$ cat src/rtl/lcd_seq_pkg.sv
// Package: shared constants, types and level tables for the LCD drive
// sequencer. Assumes at most four commons, as set by the mode encoding.
package lcd_seq_pkg;

    localparam int MAX_COM   = 4;
    localparam int SLOT_W    = 2;
    localparam int LVL_W     = 2;

    // Register bit positions; the mode/divider fields are decoded by the timer.
    localparam int BIT_ON    = 15;
    localparam int BIT_COMEN = 14;
    localparam int BIT_ASTOP = 13;
    localparam int BIT_ISUP  = 12;
    localparam int MODE_LSB  = 4;
    localparam int DIV_LSB   = 0;
    localparam logic [15:0] CTRL_IMPL = 16'hF073;

    typedef enum logic [1:0] {
        BIAS_STATIC = 2'd0,
        BIAS_HALF   = 2'd1,
        BIAS_THIRD  = 2'd2
    } bias_e;

    localparam logic [LVL_W-1:0] LV_0   = 2'd0;
    localparam logic [LVL_W-1:0] LV_1   = 2'd1;
    localparam logic [LVL_W-1:0] LV_2   = 2'd2;
    localparam logic [LVL_W-1:0] LV_3   = 2'd3;
    localparam logic [LVL_W-1:0] LV_MID = LV_1;

    // Number of slots per frame for a mode code; reserved codes act static.
    function automatic logic [2:0] slots_of(input logic [2:0] mode);
        case (mode)
            3'b000:  slots_of = 3'd4;
            3'b001:  slots_of = 3'd3;
            3'b010:  slots_of = 3'd2;
            3'b011:  slots_of = 3'd3;
            default: slots_of = 3'd1;
        endcase
    endfunction

    // Bias scheme for a mode code; reserved codes act static.
    function automatic bias_e bias_of(input logic [2:0] mode);
        case (mode)
            3'b000, 3'b001: bias_of = BIAS_THIRD;
            3'b010, 3'b011: bias_of = BIAS_HALF;
            default:        bias_of = BIAS_STATIC;
        endcase
    endfunction

    // Level of an active common for the bias, selection and polarity.
    function automatic logic [LVL_W-1:0] com_level(input bias_e b,
                                                   input logic sel,
                                                   input logic pol);
        case (b)
            BIAS_STATIC: com_level = pol ? LV_3 : LV_0;
            BIAS_HALF:   com_level = sel ? (pol ? LV_0 : LV_3) : LV_MID;
            default:     com_level = sel ? (pol ? LV_0 : LV_3)
                                         : (pol ? LV_2 : LV_1);
        endcase
    endfunction

    // Level of a segment for the bias, selection and polarity.
    function automatic logic [LVL_W-1:0] seg_level(input bias_e b,
                                                   input logic sel,
                                                   input logic pol);
        case (b)
            BIAS_STATIC: seg_level = sel ? (pol ? LV_0 : LV_3)
                                         : (pol ? LV_3 : LV_0);
            BIAS_HALF:   seg_level = sel ? (pol ? LV_3 : LV_0)
                                         : (pol ? LV_0 : LV_3);
            default:     seg_level = sel ? (pol ? LV_3 : LV_0)
                                         : (pol ? LV_1 : LV_2);
        endcase
    endfunction

endpackage

$ cat src/rtl/lcd_ctrl_reg.sv
// Module: 16-bit mode register with per-bit write mask.
// Assumes writes are single-cycle strobes; unimplemented bits stay zero.
module lcd_ctrl_reg
    import lcd_seq_pkg::*;
(
    input  logic        clk,
    input  logic        rst_n,
    input  logic        wr_en,
    input  logic [15:0] wr_mask,
    input  logic [15:0] wr_data,
    output logic [15:0] ctrl_q
);

    logic [15:0] ctrl_next;

    // Merge masked write data into the stored value.
    always_comb begin
        ctrl_next = ((ctrl_q & ~wr_mask) | (wr_data & wr_mask)) & CTRL_IMPL;
    end

    // Hold the register; clear on reset.
    always_ff @(posedge clk) begin
        if (!rst_n) begin
            ctrl_q <= '0;
        end else if (wr_en) begin
            ctrl_q <= ctrl_next;
        end
    end

endmodule

$ cat src/rtl/lcd_frame_timer.sv
// Module: prescaler, slot counter and frame polarity. The mode and divider
// are captured at each frame boundary, so a change waits for the frame end.
// Assumes DIV_BASE+3 fits the prescaler width derived below.
module lcd_frame_timer
    import lcd_seq_pkg::*;
#(
    parameter int DIV_BASE = 6
)(
    input  logic              clk,
    input  logic              rst_n,
    input  logic [2:0]        cfg_mode,
    input  logic [1:0]        cfg_div,
    output logic [SLOT_W-1:0] slot,
    output logic              pol,
    output logic [2:0]        act_mode,
    output logic [1:0]        act_div,
    output logic              frame_end
);

    localparam int PRE_W = DIV_BASE + 4;

    logic [PRE_W-1:0] pre_cnt;
    logic [PRE_W-1:0] pre_limit;
    logic [2:0]       nslots;
    logic             slot_end;
    logic             last_slot;

    // Slot length and end-of-slot / end-of-frame decode.
    always_comb begin
        pre_limit = ({{(PRE_W-1){1'b0}}, 1'b1} << (DIV_BASE + int'(act_div)))
                    - {{(PRE_W-1){1'b0}}, 1'b1};
        nslots    = slots_of(act_mode);
        slot_end  = (pre_cnt == pre_limit);
        last_slot = ({1'b0, slot} == (nslots - 3'd1));
        frame_end = slot_end && last_slot;
    end

    // Advance prescaler, slot and polarity; latch new config per frame.
    always_ff @(posedge clk) begin
        if (!rst_n) begin
            pre_cnt  <= '0;
            slot     <= '0;
            pol      <= 1'b0;
            act_mode <= 3'b000;
            act_div  <= 2'b00;
        end else if (slot_end) begin
            pre_cnt <= '0;
            if (last_slot) begin
                slot     <= '0;
                pol      <= ~pol;
                act_mode <= cfg_mode;
                act_div  <= cfg_div;
            end else begin
                slot <= slot + {{(SLOT_W-1){1'b0}}, 1'b1};
            end
        end else begin
            pre_cnt <= pre_cnt + {{(PRE_W-1){1'b0}}, 1'b1};
        end
    end

endmodule

$ cat src/rtl/lcd_com_drive.sv
// Module: per-common level encoder. Commons beyond the active count, or all
// commons while common enable is low, sit at level 0.
module lcd_com_drive
    import lcd_seq_pkg::*;
(
    input  logic                     com_en,
    input  logic [2:0]               act_mode,
    input  logic [SLOT_W-1:0]        slot,
    input  logic                     pol,
    output logic [MAX_COM*LVL_W-1:0] com_lvl
);

    logic [2:0] nslots;
    bias_e      bias;

    // Decode the active mode once for all commons.
    always_comb begin
        nslots = slots_of(act_mode);
        bias   = bias_of(act_mode);
    end

    for (genvar i = 0; i < MAX_COM; i++) begin : g_com
        logic active;
        logic sel;
        // Pick the level of common i.
        always_comb begin
            active = (3'(i) < nslots);
            sel    = (slot == SLOT_W'(i));
            if (!com_en || !active) begin
                com_lvl[i*LVL_W +: LVL_W] = LV_0;
            end else begin
                com_lvl[i*LVL_W +: LVL_W] = com_level(bias, sel, pol);
            end
        end
    end

endmodule

$ cat src/rtl/lcd_seg_drive.sv
// Module: per-segment level encoder. A segment is selected only when the
// display is on and its bit in the addressed memory row is set.
module lcd_seg_drive
    import lcd_seq_pkg::*;
#(
    parameter int NUM_SEG = 8
)(
    input  logic                     disp_on,
    input  logic [2:0]               act_mode,
    input  logic                     pol,
    input  logic [NUM_SEG-1:0]       seg_row,
    output logic [NUM_SEG*LVL_W-1:0] seg_lvl
);

    bias_e bias;

    // Decode the bias once for all segments.
    always_comb begin
        bias = bias_of(act_mode);
    end

    for (genvar j = 0; j < NUM_SEG; j++) begin : g_seg
        // Pick the level of segment j.
        always_comb begin
            seg_lvl[j*LVL_W +: LVL_W] = seg_level(bias, disp_on && seg_row[j], pol);
        end
    end

endmodule

$ cat src/rtl/lcd_drive_seq.sv
// Module: top of the LCD drive sequencer. Ties the mode register, the frame
// timer and the common/segment encoders together. Assumes the display memory
// returns seg_row combinationally for row_addr in the same cycle.
module lcd_drive_seq
    import lcd_seq_pkg::*;
#(
    parameter int NUM_SEG  = 8,
    parameter int DIV_BASE = 6
)(
    input  logic                     clk,
    input  logic                     rst_n,
    input  logic                     wr_en,
    input  logic [15:0]              wr_mask,
    input  logic [15:0]              wr_data,
    output logic [15:0]              ctrl_rd,
    output logic                     ana_stop,
    output logic                     int_supply,
    output logic [1:0]               row_addr,
    input  logic [NUM_SEG-1:0]       seg_row,
    output logic [7:0]               com_lvl,
    output logic [2*NUM_SEG-1:0]     seg_lvl
);

    logic [15:0]       ctrl_q;
    logic [SLOT_W-1:0] slot;
    logic              pol;
    logic [2:0]        act_mode;
    logic [1:0]        act_div;
    logic              frame_end;

    lcd_ctrl_reg u_reg (
        .clk     (clk),
        .rst_n   (rst_n),
        .wr_en   (wr_en),
        .wr_mask (wr_mask),
        .wr_data (wr_data),
        .ctrl_q  (ctrl_q)
    );

    lcd_frame_timer #(.DIV_BASE(DIV_BASE)) u_timer (
        .clk       (clk),
        .rst_n     (rst_n),
        .cfg_mode  (ctrl_q[MODE_LSB +: 3]),
        .cfg_div   (ctrl_q[DIV_LSB +: 2]),
        .slot      (slot),
        .pol       (pol),
        .act_mode  (act_mode),
        .act_div   (act_div),
        .frame_end (frame_end)
    );

    lcd_com_drive u_com (
        .com_en   (ctrl_q[BIT_COMEN]),
        .act_mode (act_mode),
        .slot     (slot),
        .pol      (pol),
        .com_lvl  (com_lvl)
    );

    lcd_seg_drive #(.NUM_SEG(NUM_SEG)) u_seg (
        .disp_on  (ctrl_q[BIT_ON]),
        .act_mode (act_mode),
        .pol      (pol),
        .seg_row  (seg_row),
        .seg_lvl  (seg_lvl)
    );

    // Drive read-back, exported flags and memory row address.
    always_comb begin
        ctrl_rd    = ctrl_q;
        ana_stop   = ctrl_q[BIT_ASTOP];
        int_supply = ctrl_q[BIT_ISUP];
        row_addr   = slot;
    end

endmodule

$ cat config.mk
export PLATFORM = sky130hd
export DESIGN_NAME = lcd_drive_seq
export DESIGN_NICKNAME = d
export VERILOG_FILES = /design/src/rtl/lcd_seq_pkg.sv /design/src/rtl/lcd_ctrl_reg.sv /design/src/rtl/lcd_frame_timer.sv /design/src/rtl/lcd_com_drive.sv /design/src/rtl/lcd_seg_drive.sv /design/src/rtl/lcd_drive_seq.sv
export SDC_FILE = /design/constraint.sdc
export NUM_CORES = 1
export LEC_CHECK = 0
export ABC_AREA = 1
export BUFFER_PORTS_ARGS = -buffer_cell sky130_fd_sc_hd__buf_4
export CORE_MARGIN = 2
export CORE_UTILIZATION = 43
export CTS_BUF_LIST = sky130_fd_sc_hd__clkbuf_16
export DETAILED_ROUTE_END_ITERATION = 8
export HOLD_SLACK_MARGIN = 0.12
export PLACE_DENSITY = 0.77
export SLEW_MARGIN = 20
export SYNTH_ARGS = -nofsm -noshare
export SYNTH_HDL_FRONTEND = slang
export SYNTH_SLANG_ARGS = --single-unit
export TNS_END_PERCENT = 30
$ cat constraint.sdc
create_clock -name clk -period 1.6 [get_ports clk]
set_clock_uncertainty 0.05 [all_clocks]
set_input_delay 0.24 -clock clk [delete_from_list [all_inputs] [get_ports clk]]
set_output_delay 0.24 -clock clk [all_outputs]
set_load 0.03 [all_outputs]
Yosys cells after proc, flatten, opt, wreduce, memory -nomap -nowiden
Index checks and enable logic that the tools add are counted.
Widths: inputs -> output; s select.
{"block": "word_totals", "reg_bits": 27, "latch_bits": 0, "ramBits": 0, "rom_bits": 0, "in_bits": 43, "out_inout_bits": 44, "elab_cells": 111, "n_memories": 0}
{"block": "classes", "addsub": 5, "mul": 0, "n_div": 0, "magnitude_cmp": 4, "n_eq_ne": 9, "n_shift": 1, "muxes": 55, "bitwise": 6, "n_reduce_logical": 25}
{"operator": "$mux 2", "n": 41}
{"operator": "$pmux 2 s2", "n": 13}
{"operator": "$and 16x16->16", "n": 2}
{"operator": "$shl 1x32->10 const A", "n": 1}
{"operator": "$not 16->16", "n": 1}
{"operator": "$or 16x16->16", "n": 1}
{"operator": "$add 10x1->10 const B", "n": 1}
{"operator": "$eq 10x10->1", "n": 1}
{"operator": "$sub 10x1->10 const B", "n": 1}
{"operator": "$pmux 3 s3", "n": 1}
{"operator": "$logic_and 1x1->1", "n": 8}
{"operator": "$reduce_or 2->1", "n": 4}
{"operator": "$eq 3x2->1 const B", "n": 2}
{"operator": "$lt 1x3->1 const A", "n": 2}
{"operator": "$lt 2x3->1 const A", "n": 2}
{"operator": "$logic_not 1->1", "n": 5}
{"operator": "$add 3x2->4 const A", "n": 1}
{"operator": "$eq 2x1->1 const B", "n": 2}
{"operator": "$eq 2x2->1 const B", "n": 2}
{"operator": "$logic_not 2->1", "n": 2}
{"operator": "$logic_or 1x1->1", "n": 4}
{"operator": "$eq 2x3->1", "n": 1}
{"operator": "$eq 3x1->1 const B", "n": 1}
{"operator": "$logic_not 3->1", "n": 1}
{"operator": "4 further kinds", "n": 5}

Logic depth before layout (Yosys ltp)
{"block": "depth", "word_depth": 7, "ltp_mapped": 13, "depth_no_buf": 11}

Modules after synthesis
A second synthesis with hierarchy kept.
{"block": "unflattened", "cells_unflattened": 370, "area_unflattened_um2": 2210.9}
{"mod": "lcd_frame_timer", "instances": 1, "cells_each": 144, "area_each_um2": 987.2, "seq_area_each_um2": 360.3}
{"mod": "lcd_ctrl_reg", "instances": 1, "cells_each": 73, "area_each_um2": 464.2, "seq_area_each_um2": 180.2}
{"mod": "lcd_seg_drive", "instances": 1, "cells_each": 88, "area_each_um2": 390.4, "seq_area_each_um2": 0.0}
{"mod": "lcd_com_drive", "instances": 1, "cells_each": 63, "area_each_um2": 354.1, "seq_area_each_um2": 0.0}
{"mod": "lcd_drive_seq", "instances": 1, "cells_each": 2, "area_each_um2": 15.0, "seq_area_each_um2": 0.0}

Least setup slack after synthesis
Ideal clock, no wire load.
{"block": "synth_timing", "path_type": "register to output", "from": "register u_timer.slot[1]", "to": "output port com_lvl[3]", "t_arrival_ns": 1.970, "required_ns": 1.310, "setup_slack_ns": -0.660, "path_stages_with_launch": 5, "path_buffers": 0, "path_cell_list": "dfxtp_1 -> inv_1 -> ha_1 -> ha_1 -> a211oi_1"}
{"block": "synth_via", "elab_chain_cells": 4, "elab_cells_between_ends": 5, "classes_between": "eq/ne (1); mux (4)"}
{"item": "start: declaration", "line": "lcd_frame_timer.sv:13", "rtl": "output logic [SLOT_W-1:0] slot,"}
{"item": "start signal: assignment", "line": "lcd_frame_timer.sv:54", "rtl": "slot <= slot + {{(SLOT_W-1){1'b0}}, 1'b1};"}
{"item": "$eq 2x1->1 *", "line": "lcd_com_drive.sv:28", "rtl": "sel = (slot == SLOT_W'(i));"}
{"item": "$mux 2 (on tied branches)", "line": "lcd_seq_pkg.sv:57, lcd_seq_pkg.sv:56"}
{"item": "$pmux 2 s2 *", "line": "lcd_seq_pkg.sv:54", "rtl": "case (b)"}
{"item": "$mux 2 *", "line": "lcd_com_drive.sv:29", "rtl": "if (!com_en || !active) begin"}
{"item": "end: declaration", "line": "lcd_drive_seq.sv:20", "rtl": "output logic [7:0] com_lvl,"}
Every way passes the cells marked *; elsewhere a longest branch is shown, timed or not.

Final worst setup path
{"block": "layout_timing", "from": "register u_timer.slot[1]", "to": "output port com_lvl[0]"}
{"block": "layout_via", "elab_chain_cells": 4, "elab_cells_between_ends": 5, "classes_between": "mux (4); reduce/logical (1)"}
{"item": "$logic_not 2->1 *", "line": "lcd_com_drive.sv:28"}
{"item": "$mux 2 (on tied branches)", "line": "lcd_seq_pkg.sv:57, lcd_seq_pkg.sv:56"}
{"item": "$pmux 2 s2 *", "line": "lcd_seq_pkg.sv:54"}
{"item": "$mux 2 *", "line": "lcd_com_drive.sv:29"}
Marked as above.

==> impl_metrics.csv <==
group,metric,value,unit
run_status,status,"complete, but fails checks",
run_status,violations,"negative setup slack",
hold_path,hp-class,"in2reg",
placed_design,gp_congestion,0.766,
routing,drc,0,
critical_path,startpoint,"u_timer.slot[1]",
layout,fin_nets,445,
routing,drt_wl_total,6290,um
global_route,grt-ovfl-total,0,
global_route,grt_usage,0.211,
clock_tree,cts_tree,"built",
placed_design,dpl.hpwl,3630,um
routing,dr_wl_met2,3480,um
power,switchingPower,0.453,mW
placed_design,portBuffers,65,
routing,routed.top_layer,"met4",
critical_path,cp_slowest_cell,"dfxtp_4",
die,die_x,71.6,um
critical_path,max_stage_delay,380,ps
synthesis,synth.area.top_cells,"dfxtp_1, nand2_1, ha_1",
critical_path,endpoint,"com_lvl[0]",
timing,rsz0062_at_grt,"true",
timing,max_freq,0.537,GHz
synthesis,syn_avg_cell_area,6.70,um2
power,power_density,472,nW/um2
die,initial_core_util,0.448,
run,maxCapViolations,0,
critical_path,r2r-end,"u_timer.slot[0]",
timing,finalCritPeriodShare,1.16,
die,ios,87,
power,p_seq_frac,0.430,
critical_path,critical_path_class,"reg2out",
routing,num_vias,2192,
routing,firstDrtPassIters,4,
critical_path,r2r_setup_slack,-160,ps
timing,layout_setup_ws,-263,ps
routing,via_per_inst,5.03,
layout,layout-drive-gt1-share,0.523,
power,p_int,1.17,mW
die,dieHeight,71.6,um
global_route,first_global_vias,2001,
clock_tree,root_buffer,"clkbuf_16",
critical_path,r2r_start,"u_timer.act_mode[2]",
critical_path,crit_required,1310,ps
clock_tree,clockBufferDepth,2,
die,coreArea,4380,um2
global_route,grt_first_pass_wirelength,8820,um
power,p_clk_frac,0.354,
critical_path,crit_fanout,4,
synthesis,syn_inst,293,
clock_tree,numCtsBuffers,3,
synthesis,synth.top_cell.area_share,0.275,
layout,syn_to_final_growth,74.9,%
power,swShare,0.279,
synthesis,synth_top_cell_by_area,"dfxtp_1",
routing,detail_route.iter0.violations,57,
layout,antenna_cells,0,
global_route,antenna_found_initial,0,
critical_path,cp_data_arrival_time,1570,ps
clock_tree,htreeDepth,1,
timing,fin_crit,1860,ps
routing,ant_nets,0,
synthesis,seq_area_frac_synth,0.275,
timing,hold_violations,0,
power,power,1.62,mW
synthesis,synth_cell_type_count,26,
power,comb_power_share,0.216,
routing,wl_per_cell,14.4,um
clock_tree,clk_pin_slew,70,ps
timing,tightest_slew,592,ps
synthesis,syn_area,1960,um2
timing,slew_headroom,0.602,
power,irDropWorstVdd,538,uV
critical_path,worstRegToRegCells,9,
timing,report.final.slew_viol_count,0,
timing,fin_tns_setup,-5160,ps
timing,setup_viol_count_final,32,
critical_path,cp_cell_sequence,"inv_6 > ha_4 > inv_2 > ha_2 > nor3_4 > a211oi_4 > buf_6",
layout,n_fill_cell,272,
layout,post-route-util,0.783,
synthesis,synth_warnings,0,
critical_path,endpoint_kind,"primary output",
synthesis,ys_seq_elements,27,
power,leakage,1.54,nW
clock_tree,clk_latency,260,ps
die,rows,24,
routing,met1_length,2490,um
global_route,grt_max_degree,18,
routing,route.met3.wl,192,um
clock_tree,cts_sinks,27,
critical_path,start_kind,"register",
die,die_area,5120,um2
[worst min path at each step]
stage                  startpoint                 end  cells past startpoint
2_1_floorplan         wr_data[15]            register                      2
3_3_place_gp   u_timer.pre_cnt[0]  u_timer.pre_cnt[0]                      1
3_5_place_dp   u_timer.pre_cnt[0]  u_timer.pre_cnt[0]                      1
4_1_cts               wr_data[13]            register                      3
5_1_grt                wr_mask[4]            register                      3
6_report               wr_data[4]            register                      3
[synth_stat cells (all sizes together)]
library cell / instances
conb: 1
nor2: 33
dfxtp: 27
nand2: 72
clkbuf: 3
a21oi: 18
xnor2: 1
or2: 1
nor3: 5
xor2: 12
buf: 18
o21ai: 27
a21boi: 1
nand3: 18
nand3b: 1
ha: 17
a211oi: 5
inv: 32
a221oi: 1
[worst max-delay path: cells and delay by family, from the launching register on]
family | cells | cell delay, ps
compound gates | 1 | 60
fa+ha+maj | 2 | 340
buf+inv | 3 | 300
flops | 1 | 380
simple gates | 1 | 230
[logic make-up (layout without fill, tap and decap cells)]
logic type,count (synthesis),count (layout),share of synthesized area
buf+inv,53,138,0.134
simple gates,130,130,0.280
compound gates,52,52,0.142
fa+ha+maj,17,17,0.108
flops,27,27,0.275
xor+xnor,13,13,0.0580
other cells,1,7,0.00191
[area by class of cell]
type,instances,area (um2),area share
clock inverters,1,7.51,0.00219
well taps,52,65.1,0.0190
clock buffers,3,75.1,0.0219
multi-input cells,219,1690,0.492
flip-flops and latches,27,561,0.163
repair buffers,102,903,0.263
inverters,32,131,0.0383
[cells in the final DEF (no fill, tap or decap), types with 7 or more instances in the layout]
master,n
buf_6,20
nor2_1,22
o21ai_0,10
nand3_1,10
ha_4,12
inv_1,22
buf_4,77
nand2_2,14
inv_2,7
a21oi_1,17
nand2_1,51
o21ai_1,10
o21ai_2,7
dfxtp_1,21
conb_1,7
nand2_4,7
nand3_2,8
[timing repair]
action                     4_1_cts  5_1_grt
hold buffers                     0        0
resized for setup               78       53
pin swaps                       23       19
cloned                           0        1
buffers inserted                 3        3
setup endpoints to repair       32       42
[power by group through the flow]
| stage | logic [mW] | clock network (mW) | registers, mW |
|---|---|---|---|
| 2_1_floorplan | 0.180 | 0 | 0.733 |
| 3_3_place_gp | 0.305 | 0 | 0.713 |
| 3_5_place_dp | 0.311 | 0 | 0.714 |
| 4_1_cts | 0.333 | 0.575 | 0.696 |
| 5_1_grt | 0.375 | 0.611 | 0.700 |
| 6_report | 0.351 | 0.574 | 0.697 |
[through the flow]
stage                     setup WS, ps  cells  cell area (um2)  hold WS, ps
after floorplan                   -116    299             2110          341
after global placement           -49.5    426             2780          381
after detailed placement          -115    426             2780          391
after CTS                         -230    433             3180          202
after global routing              -311    436             3430          215
final                             -263    436             3430          201
[per-layer routing]
layer  track usage  up-vias
li1              -     1094
met1         0.253     1027
met3        0.0267       12
met2         0.384       59
met5             0        -
met4        0.0734        0
Note: power is estimated with default switching activity, not from simulation.
